$ cat config.mk
export PLATFORM = sky130hd
export DESIGN_NAME = ocp_hiccup_ctrl
export DESIGN_NICKNAME = d
export VERILOG_FILES = /design/src/rtl/ocp_pkg.sv /design/src/rtl/ocp_sync.sv /design/src/rtl/ocp_tick_gen.sv /design/src/rtl/ocp_thermal.sv /design/src/rtl/ocp_hiccup_fsm.sv /design/src/rtl/ocp_hiccup_ctrl.sv
export SDC_FILE = /design/constraint.sdc
export NUM_CORES = 1
export LEC_CHECK = 0
export CORE_UTILIZATION = 54
export DETAILED_ROUTE_END_ITERATION = 10
export HOLD_SLACK_MARGIN = 0.15
export MAX_ROUTING_LAYER = met4
export PLACE_DENSITY = 0.77
export RECOVER_POWER = 25
export SLEW_MARGIN = 20
export SYNTH_ARGS = -nofsm -noshare
export SYNTH_HDL_FRONTEND = slang
export SYNTH_SLANG_ARGS = --single-unit
$ cat constraint.sdc
create_clock -name clk_i -period 2.3 [get_ports clk_i]
set_input_delay 0.69 -clock clk_i [delete_from_list [all_inputs] [get_ports clk_i]]
set_output_delay 0.69 -clock clk_i [all_outputs]
set_load 0.02 [all_outputs]
$ cat src/rtl/ocp_pkg.sv
package ocp_pkg;
  typedef enum logic [1:0] {
    ST_RUN = 2'd0,
    ST_OFF = 2'd1,
    ST_ON  = 2'd2
  } ocp_state_e;
endpackage

$ cat src/rtl/ocp_sync.sv
module ocp_sync #(
  parameter int WIDTH  = 1,
  parameter int STAGES = 2
) (
  input  logic             clk_i,
  input  logic             rst_ni,
  input  logic [WIDTH-1:0] d_i,
  output logic [WIDTH-1:0] q_o
);
  logic [WIDTH-1:0] stg_q [STAGES];

  always_ff @(posedge clk_i or negedge rst_ni) begin
    if (!rst_ni) begin
      for (int i = 0; i < STAGES; i++) stg_q[i] <= '0;
    end else begin
      stg_q[0] <= d_i;
      for (int i = 1; i < STAGES; i++) stg_q[i] <= stg_q[i-1];
    end
  end

  assign q_o = stg_q[STAGES-1];
endmodule

$ cat src/rtl/ocp_tick_gen.sv
module ocp_tick_gen #(
  parameter int PRESCALE = 4
) (
  input  logic clk_i,
  input  logic rst_ni,
  input  logic clr_i,
  output logic tick_o
);
  localparam int PW = (PRESCALE > 1) ? $clog2(PRESCALE) : 1;

  logic [PW-1:0] pcnt_q;

  assign tick_o = (pcnt_q == PW'(PRESCALE - 1));

  always_ff @(posedge clk_i or negedge rst_ni) begin
    if (!rst_ni)       pcnt_q <= '0;
    else if (clr_i)    pcnt_q <= '0;
    else if (tick_o)   pcnt_q <= '0;
    else               pcnt_q <= pcnt_q + 1'b1;
  end
endmodule

$ cat src/rtl/ocp_thermal.sv
module ocp_thermal (
  input  logic clk_i,
  input  logic rst_ni,
  input  logic hot_i,
  input  logic cool_i,
  output logic otf_o
);
  always_ff @(posedge clk_i or negedge rst_ni) begin
    if (!rst_ni)     otf_o <= 1'b0;
    else if (hot_i)  otf_o <= 1'b1;
    else if (cool_i) otf_o <= 1'b0;
  end
endmodule

$ cat src/rtl/ocp_hiccup_fsm.sv
module ocp_hiccup_fsm
  import ocp_pkg::*;
#(
  parameter int OFF_TICKS = 30,
  parameter int ON_RATIO  = 10
) (
  input  logic       clk_i,
  input  logic       rst_ni,
  input  logic       tick_i,
  input  logic       dyn_i,
  input  logic       gate_i,
  input  logic       ovl_i,
  output ocp_state_e state_o,
  output logic       restart_o
);
  localparam int ON_TICKS = (OFF_TICKS / ON_RATIO > 0) ? OFF_TICKS / ON_RATIO : 1;
  localparam int CW       = $clog2(OFF_TICKS + 1);

  ocp_state_e    state_q, state_d;
  logic [CW-1:0] cnt_q, cnt_d;
  logic          seen_q, seen_d;

  always_comb begin
    state_d   = state_q;
    cnt_d     = cnt_q;
    seen_d    = seen_q;
    restart_o = 1'b0;
    if (!dyn_i || !gate_i) begin
      state_d = ST_RUN;
      seen_d  = 1'b0;
    end else begin
      unique case (state_q)
        ST_RUN: begin
          if (ovl_i) begin
            state_d   = ST_OFF;
            cnt_d     = CW'(OFF_TICKS - 1);
            restart_o = 1'b1;
          end
        end
        ST_OFF: begin
          if (tick_i) begin
            if (cnt_q == '0) begin
              state_d   = ST_ON;
              cnt_d     = CW'(ON_TICKS - 1);
              seen_d    = 1'b0;
              restart_o = 1'b1;
            end else begin
              cnt_d = cnt_q - 1'b1;
            end
          end
        end
        ST_ON: begin
          if (ovl_i) seen_d = 1'b1;
          if (tick_i) begin
            if (cnt_q == '0) begin
              if (seen_d) begin
                state_d   = ST_OFF;
                cnt_d     = CW'(OFF_TICKS - 1);
                restart_o = 1'b1;
              end else begin
                state_d = ST_RUN;
              end
              seen_d = 1'b0;
            end else begin
              cnt_d = cnt_q - 1'b1;
            end
          end
        end
        default: state_d = ST_RUN;
      endcase
    end
  end

  always_ff @(posedge clk_i or negedge rst_ni) begin
    if (!rst_ni) begin
      state_q <= ST_RUN;
      cnt_q   <= '0;
      seen_q  <= 1'b0;
    end else begin
      state_q <= state_d;
      cnt_q   <= cnt_d;
      seen_q  <= seen_d;
    end
  end

  assign state_o = state_q;
endmodule

$ cat src/rtl/ocp_hiccup_ctrl.sv
module ocp_hiccup_ctrl
  import ocp_pkg::*;
#(
  parameter int PRESCALE    = 4,
  parameter int OFF_TICKS   = 30,
  parameter int ON_RATIO    = 10,
  parameter int SYNC_STAGES = 2
) (
  input  logic clk_i,
  input  logic rst_ni,
  input  logic en_i,
  input  logic pcl_i,
  input  logic ovl_i,
  input  logic temp_hot_i,
  input  logic temp_cool_i,
  output logic out_en_o,
  output logic olf_o,
  output logic otf_o
);
  logic [2:0] raw_in, sync_out;
  logic       ovl_s, hot_s, cool_s;
  logic       gate, tick, restart;
  ocp_state_e state;

  assign raw_in = {ovl_i, temp_hot_i, temp_cool_i};

  ocp_sync #(.WIDTH(3), .STAGES(SYNC_STAGES)) u_sync (
    .clk_i (clk_i),
    .rst_ni(rst_ni),
    .d_i   (raw_in),
    .q_o   (sync_out)
  );

  assign {ovl_s, hot_s, cool_s} = sync_out;

  ocp_thermal u_therm (
    .clk_i (clk_i),
    .rst_ni(rst_ni),
    .hot_i (hot_s),
    .cool_i(cool_s),
    .otf_o (otf_o)
  );

  assign gate = en_i & ~otf_o;

  ocp_tick_gen #(.PRESCALE(PRESCALE)) u_tick (
    .clk_i (clk_i),
    .rst_ni(rst_ni),
    .clr_i (restart),
    .tick_o(tick)
  );

  ocp_hiccup_fsm #(.OFF_TICKS(OFF_TICKS), .ON_RATIO(ON_RATIO)) u_fsm (
    .clk_i    (clk_i),
    .rst_ni   (rst_ni),
    .tick_i   (tick),
    .dyn_i    (~pcl_i),
    .gate_i   (gate),
    .ovl_i    (ovl_s),
    .state_o  (state),
    .restart_o(restart)
  );

  assign out_en_o = gate & (state != ST_OFF);
  assign olf_o    = pcl_i ? (ovl_s & gate) : (state != ST_RUN);
endmodule

After elaboration in Yosys (flattened, before gate mapping):

Cells that the tools add are included.

* register bits: 17
* bits in latches: 0
* bits in writable memories: 0
* ROM bits: 0
* logic and storage cells: 75
* memories kept: 0

* add/sub/neg operators: 2
* $mul: 0
* divide/modulo/power cells: 0
* order comparisons: 0
* equal/unequal tests: 13
* shift operators: 0
* mux-type cells: 37
* bitwise logic cells: 5
* reductions and logical operators: 11

Operator list (number)
* 5-bit two-way mux: 6
* 1-bit two-way mux: 19
* 2-bit two-way mux: 8
* 5-bit case mux with 3 select lines: 1
* 3-bit by 2-bit inequality test with 1-bit output, second input constant: 3
* 2-bit inequality test, second input constant: 3
* 3-bit by 1-bit inequality test with 1-bit output, second input constant: 2
* 2-bit case mux with 3 select lines: 1
* 6-bit AND reduction: 1
* 3-bit nonzero test: 2
* 5-bit zero test: 1
* 5-bit AND reduction: 1
* 5-bit by 1-bit subtractor with 5-bit output, second input constant: 1
* 2-bit equality test, second input constant: 2
* 2-bit nonzero test: 2
* 1-bit AND: 3
* 3-bit inequality test, second input constant: 1
* 1-bit case mux with 3 select lines: 1
* 3-bit AND reduction: 1
* 2-bit by 1-bit adder with 2-bit output, second input constant: 1
* 2-bit by 1-bit equality test with 1-bit output, second input constant: 1
* 2-bit zero test: 1
* 2-bit by 1-bit inequality test with 1-bit output, second input constant: 1
* 1-bit NOT: 2
* 3 further kinds: 3

Depth between registers and ports, before layout:

Gate-level depths: netlist of the first run.

* word-level depth: 11
* mapped depth: 7
* depth with buffers taken out: 6

Hierarchy:

A second synthesis of the first run with hierarchy kept.

* cells, all modules: 93
* area total of the unflattened synthesis: 950.9 um^2

By module, submodules not included
* ocp_hiccup_fsm: instances 1, cells an instance 68, area each 615.6 um^2
* ocp_sync: instances 1, cells an instance 9, area each 172.7 um^2
* ocp_tick_gen: instances 1, cells an instance 5, area each 78.8 um^2
* ocp_hiccup_ctrl: instances 1, cells an instance 8, area each 47.5 um^2
* ocp_thermal: instances 1, cells an instance 3, area each 36.3 um^2

Worst setup path after synthesis of the first run:

OpenSTA, ideal clock, no wires.

* kind: in2reg
* from: input pcl_i
* to: register u_fsm.cnt_q[1]
* library setup time: 0.125 ns
* data arrival time: 1.742 ns
* path slack: 0.433 ns
* stages on the path: 4
* path buffers: 0
* cells stage by stage: nor4b_2 -> o221a_2 -> and2_4 -> mux2_2

* cells in the longest elaborated chain, start to end: 3

RTL lines
* start: declaration: RTL line ocp_hiccup_ctrl.sv:12 `input logic pcl_i,`
* 1-bit logical OR: RTL line ocp_hiccup_fsm.sv:28 `if (!dyn_i || !gate_i) begin`
* 1-bit NOT (no source line)
* 6-bit AND reduction (no source line)
* end signal: assignment: RTL line ocp_hiccup_fsm.sv:81 `cnt_q <= cnt_d;`
* end: declaration: RTL line ocp_hiccup_fsm.sv:20 `logic [CW-1:0] cnt_q, cnt_d;`

Every way passes these cells.
A chain may end at the register's enable or synchronous reset.

Worst setup path in the final report of the first run:

* from: input en_i
* to: output olf_o

* cells in the longest elaborated chain, start to end: 3

RTL lines
* start: declaration: RTL line ocp_hiccup_ctrl.sv:11 `input logic en_i,`
* 1-bit AND: RTL line ocp_hiccup_ctrl.sv:44 `assign gate = en_i & ~otf_o;`
* 1-bit AND: RTL line ocp_hiccup_ctrl.sv:65 `assign olf_o = pcl_i ? (ovl_s & gate) : (state != ST_RUN);`
* 1-bit two-way mux: RTL line ocp_hiccup_ctrl.sv:65
* end: declaration: RTL line ocp_hiccup_ctrl.sv:17 `output logic olf_o,`

Every way passes these cells.

==> results of run 1 <==
power by group:
group	total [mW]	switching (mW)	internal, mW
sequential	0.381	0.0410	0.340
clock	0.158	0.0904	0.0674
combinational	0.156	0.0745	0.0814
per-layer routing:
layer	wire, um	part of all wire
met5	0	0
met4	25	0.012
met3	97	0.047
met2	987	0.48
met1	955	0.46
layout by cell type, fill, tap and decap left out, types with 2 or more instances in the layout:
cell              n
a21boi_0          6
a21o_1            2
a21oi_1           4
a22o_1            2
a31oi_1           2
buf_4             9
clkbuf_1          2
clkbuf_4          3
clkdlybuf4s50_1   2
dfrtp_1          17
dlygate4sd3_1     4
ha_1              6
inv_1             7
mux2_2            2
nand2_1           3
nand2b_1          3
nor2_1            5
nor2b_1           2
nor3_1            2
o21ai_0           5
flip-flops by register name, indices dropped and copies added, names as in the netlist:
name / flops
u_fsm.seen_q: 1
u_fsm.cnt_q: 5
u_tick.pcnt_q: 2
u_fsm.state_o: 2
u_sync.stg_q: 3
u_sync.q_o: 3
u_therm.otf_o: 1
cell families after synthesis:
family                   synth area share
AO/OA/AOI/OAI                       0.251
adder cells (fa/ha/maj)            0.0794
buffers and inverters              0.0384
flip-flops                          0.450
multiplexers                       0.0238
AND/OR/NAND/NOR                     0.157
worst max-delay path by stage:
stage | endpoint | slack, ns | cells past startpoint
after floorplan | u_fsm.cnt_q[1] | 0.43 | 4
after global placement | olf_o | -0.38 | 4
after detailed placement | olf_o | -0.47 | 4
after CTS | olf_o | 0.02 | 4
after global routing | olf_o | -0.01 | 4
final | olf_o | 0.004 | 4
through the flow:
| stage | setup TNS, ns | std cells | hold WS, ns | setup slack, ns |
|---|---|---|---|---|
| 3_3_place_gp | -1.03 | 122 | 0.337 | -0.378 |
| 4_1_cts | 0 | 126 | 0.368 | 0.0186 |
| 6_report | 0 | 126 | 0.365 | 0.00356 |
| 3_5_place_dp | -1.25 | 122 | 0.346 | -0.474 |
| 5_1_grt | -0.0109 | 126 | 0.373 | -0.0109 |
| 2_1_floorplan | 0 | 90 | 0.331 | 0.433 |
critical path, cell delays in order:
cell             delay (ns)
clkdlybuf4s50_1        0.48
nand2b_1               0.12
o22ai_2                0.16
buf_4                  0.17
area by class of cell:
class | count | area share
multi-input combinational | 64 | 0.431
sequential | 17 | 0.374
timing repair buffer | 18 | 0.131
clock buffer | 4 | 0.0231
inverter | 7 | 0.0231
tap | 16 | 0.0176
what timing repair did:
action                                  CTS  global route
endpoints found under the setup margin    2             1
resized for setup                        10             1
hold endpoints to repair                  0             0
hold buffers                              0             0
gates cloned                              0             0
==> results.yml, run 1 <==
timing:
  worstMarginPinSlew_ns: 0.897
  drv_slew: 0
  skew_ns: 0.00161
  slew_headroom: 0.402
  period_needed_ns: 2.30
  setup_violations: 0
  clock.fmax_mhz: 435
  hold_viol: 0
  timing.final.crit_share: 0.998
worst_setup_path:
  critPathCaptureType: "output port"
  reg2reg_slack_ns: 0.25
  cp-start-kind: "primary input"
  startpoint: "en_i"
  rr_endpoint: "u_fsm.cnt_q[4]"
  cp.arrival_ns: 1.61
  crit_type: "primary input to output port"
  reg2reg_from: "u_fsm.cnt_q[0]"
  required_ns: 1.61
  reg2reg_depth: 7
  cp_max_fo: 3
clock_network:
  cts_htree_levels: 1
  clkSlewWorstSetupHoldPaths_ns: 0.09
  clkLatencyLatePin_ns: 0.29
  cts_root_buffer: "clkbuf_4"
  cts_buffer_depth: 2
  cts_sinks: 17
  cts_tree: "yes"
  cts_made_buffers: 3
  postCtsSetupRepairBufs: 0
cells_and_area:
  drive_gt1_frac: 0.200
  multiInputGateArea_um2: 490
  syn2layout_area_growth_pct: 20.2
  num-fill-cells: 120
  fin_nets: 124
  seq_area_um2: 425
  diodes: 0
  final_area_um2: 1140
  utilization: 0.721
die:
  die_h_um: 43.9
  coreArea_um2: 1580
  start_util: 0.600
  dieArea_um2: 1920
  rows: 14
  io_pins: 10
  die_width_um: 43.9
logic_synthesis:
  syn_area_um2: 946
  synth_cell_type_count: 36
  syn-num-nets: 103
  yosys.area.top_type: "dfrtp_1"
  synth_edf_count: 0
  yosys_warnings: 0
  ys_ff_latch: 17
  yosys.area.top_type_share: 0.450
  synthFlopType: "dfrtp_1"
  synth.top_cells.by_count: "17 x dfrtp_1, 7 x inv_1, 6 x a21boi_0, 6 x ha_1"
  postSynthCellCount: 90
  synth.avg_cell_area_um2: 10.5
  async_reset_ff_frac: 1.00
  yosysMostFrequentCell: "dfrtp_1"
  seq_area_frac_synth: 0.450
  yosys-top-cells-area: "dfrtp_1 45%, ha_1 7.9%, a21boi_0 4.8%"
detailed_routing:
  wl_per_cell_um: 16.4
  via_per_inst: 6.32
  drt_iter0_drc: 34
  via_count: 796
  wl_um: 2070
  antenna_left: 0
  drtPass1Iterations: 4
  drc: 0
placed_design:
  dp_hpwl_um: 1580
  gp_congestion: 0.862
  port_buffers: 9
  post_dp_cell_area_um2: 1110
grt:
  grt_max_degree: 18
  use_met1: 0.349
  grt_pass1_vias: 740
  antenna_found_initial: 0
  use_met3: 0.0375
  grt_first_pass_wirelength_um: 3390
  gr-total-overflow: 0
  grt.busiest_layer: "met2"
  grt_usage: 0.250
  grt.met2_usage: 0.391
power_and_ir_drop:
  power.total_mw: 0.695
  vdd_drop_max_v: 0.000501
  power.density_nw_per_um2: 611
  p_leak_nw: 0.492
hold_path:
  whs_path_depth: 0
  hold_path_class: "flip-flop to flip-flop"
  worstHoldStart: "u_sync.stg_q[3]"
  whs_endpoint: "u_sync.q_o[0]"
outcome:
  status: "completed"
job:
  cap_violations: 0
Note: power is estimated with default switching activity, not from simulation.
==> inputs of run 2 (changes only) <==
--- a/config.mk
+++ b/config.mk
@@ -5,11 +5,12 @@
 export SDC_FILE = /design/constraint.sdc
 export NUM_CORES = 1
 export LEC_CHECK = 0
-export CORE_UTILIZATION = 54
+export CORE_UTILIZATION = 49
+export CTS_CLUSTER_DIAMETER = 30
 export DETAILED_ROUTE_END_ITERATION = 10
 export HOLD_SLACK_MARGIN = 0.15
 export MAX_ROUTING_LAYER = met4
-export PLACE_DENSITY = 0.77
+export PLACE_DENSITY = 0.73
 export RECOVER_POWER = 25
 export SLEW_MARGIN = 20
 export SYNTH_ARGS = -nofsm -noshare
==> constraint.sdc (replaced) <==
create_clock -name clk_i -period 2 [get_ports clk_i]
set_input_delay 0.6 -clock clk_i [delete_from_list [all_inputs] [get_ports clk_i]]
set_output_delay 0.6 -clock clk_i [all_outputs]
set_load 0.02 [all_outputs]
==> run 2 against run 1 <==
Worst setup slack improved by 0.072 ns. Global-route usage grew 0.17 points. Wire length rose by 4.3%. Clock skew is 0.0018 ns higher. Largest cell class unchanged.
==> results.yml, run 2 (same netlist as run 1, synthesis figures left out) <==
outcome:
  status: "completed"
worst_setup_path:
  reg2reg_depth: 6
  reg2reg_from: "u_fsm.cnt_q[0]"
  cp.arrival_ns: 2.11
  max_stage_delay_ns: 0.55
  crit_slowest_cell: "or4b_4"
  rr_endpoint: "u_fsm.cnt_q[1]"
  crit_path_end: "u_fsm.cnt_q[1]"
  crit_type: "flip-flop to flip-flop"
  cp.depth: 6
  startpoint: "u_fsm.cnt_q[0]"
  critPathCaptureType: "flip-flop"
  cp-start-kind: "flip-flop"
  reg2reg_slack_ns: 0.08
  cp_max_fo: 6
  crit_buf_inv: 1
  path_cells: "inv_1, ha_1, or4b_4, a21oi_1, a211oi_1, mux2_2"
  crit_family: "simple AND/OR/NAND/NOR gates"
  required_ns: 2.19
cells_and_area:
  syn2layout_area_growth_pct: 28.3
  fin_nets: 133
  largest_register_ffs: 5
  drive_gt1_frac: 0.269
  final_cell_mix: "17 x buf_4, 17 x dfrtp_1, 7 x inv_1"
  diodes: 0
  largest-register: "u_fsm.cnt_q"
power_and_ir_drop:
  power.total_mw: 0.815
  pwr-share-seq: 0.532
  p_leak_nw: 0.539
  power.density_nw_per_um2: 671
  combPwrFrac: 0.239
  pwr-share-clk: 0.229
  p_int_mw: 0.567
  p_switching_mw: 0.247
  vdd_drop_max_v: 0.000446
  swShare: 0.303
clock_network:
  cts_buffer_depth: 2
  cts_tree: "yes"
  cts_made_buffers: 3
  cts_root_buffer: "clkbuf_4"
  ctsHoldBuffers: 0
  clkSlewWorstSetupHoldPaths_ns: 0.10
  cts_htree_levels: 1
  cts_sinks: 17
  clkLatencyLatePin_ns: 0.29
timing:
  period_needed_ns: 1.92
  clock.fmax_mhz: 520
  setup_violations: 0
  skew_ns: 0.00341
  rsz0062_at_grt: "false"
  hold_ws_ns: 0.361
  layout_setup_ws_ns: 0.0754
  final.setup.tns_ns: 0
  worstMarginPinSlew_ns: 0.909
  timing.final.crit_share: 0.962
  drv_slew: 0
  hold_viol: 0
  slew_headroom: 0.394
grt:
  grt_usage: 0.252
  grt_pass1_vias: 769
  antenna_found_initial: 0
  grt_max_degree: 18
  grt_first_pass_wirelength_um: 3510
  gr-total-overflow: 0
placed_design:
  dp_hpwl_um: 1680
  port_buffers: 9
  gp_congestion: 0.881
  pre_cts_ws_ns: -0.538
die:
  die_h_um: 45.9
  die_width_um: 45.9
  start_util: 0.536
  dieArea_um2: 2110
  rows: 15
  io_pins: 10
  coreArea_um2: 1760
job:
  cap_violations: 0
detailed_routing:
  antenna_left: 0
  drt_iter0_drc: 28
  wl_per_cell_um: 15.0
  via_per_inst: 5.63
  wl_um: 2150
  via_count: 811
  drc: 0
  drtPass1Iterations: 4
hold_path:
  hold_path_class: "flip-flop to flip-flop"
  worstHoldStart: "u_sync.stg_q[5]"
## run 2: metrics by stage
| stage | utilization | instances | cell area [um^2] |
|---|---|---|---|
| global route | 0.688 | 144 | 1210 |
| CTS | 0.688 | 144 | 1210 |
| global placement | 0.676 | 140 | 1190 |
| floorplan | - | 90 | 946 |
| detailed placement | 0.676 | 140 | 1190 |
| finish | 0.688 | 144 | 1210 |
## run 2: worst min path at each step
stage	to	slack [ns]	depth (start not counted)
2_1_floorplan	u_fsm.cnt_q[0]	0.30	0
3_3_place_gp	u_sync.q_o[2]	0.33	0
3_5_place_dp	u_sync.q_o[1]	0.34	0
4_1_cts	u_sync.q_o[2]	0.37	0
5_1_grt	u_sync.q_o[2]	0.37	0
6_report	u_sync.q_o[2]	0.36	0
## run 2: area by class of cell
class,instances,area [um^2]
multi-input cells,64,493
clock buffers,3,22.5
clock inverters,1,5.00
fillers,150,551
well taps,25,31.3
flip-flops and latches,17,425
repair buffers,27,210
inverters,7,26.3
## run 2: power by group through the flow
stage	Combinational, mW	Sequential [mW]	Clock (mW)
finish	0.195	0.434	0.186
global placement	0.183	0.432	0
floorplan	0.119	0.428	0
global route	0.211	0.437	0.207
CTS	0.198	0.430	0.188
detailed placement	0.198	0.435	0
## run 2: layer usage
layer | global-route usage | part of all wire | vias up
met2 | 0.403 | 0.51 | 20
met4 | 0.0882 | 0.0088 | 0
li1 | - | - | 389
met1 | 0.313 | 0.44 | 398
met5 | - | 0 | -
met3 | 0.0556 | 0.042 | 4
## run 2: timing repair
item	in CTS	in global routing
gates resized for setup	12	2
setup buffers	0	0
endpoints found under the setup margin	3	4
gates cloned	0	0
pin swaps	1	2
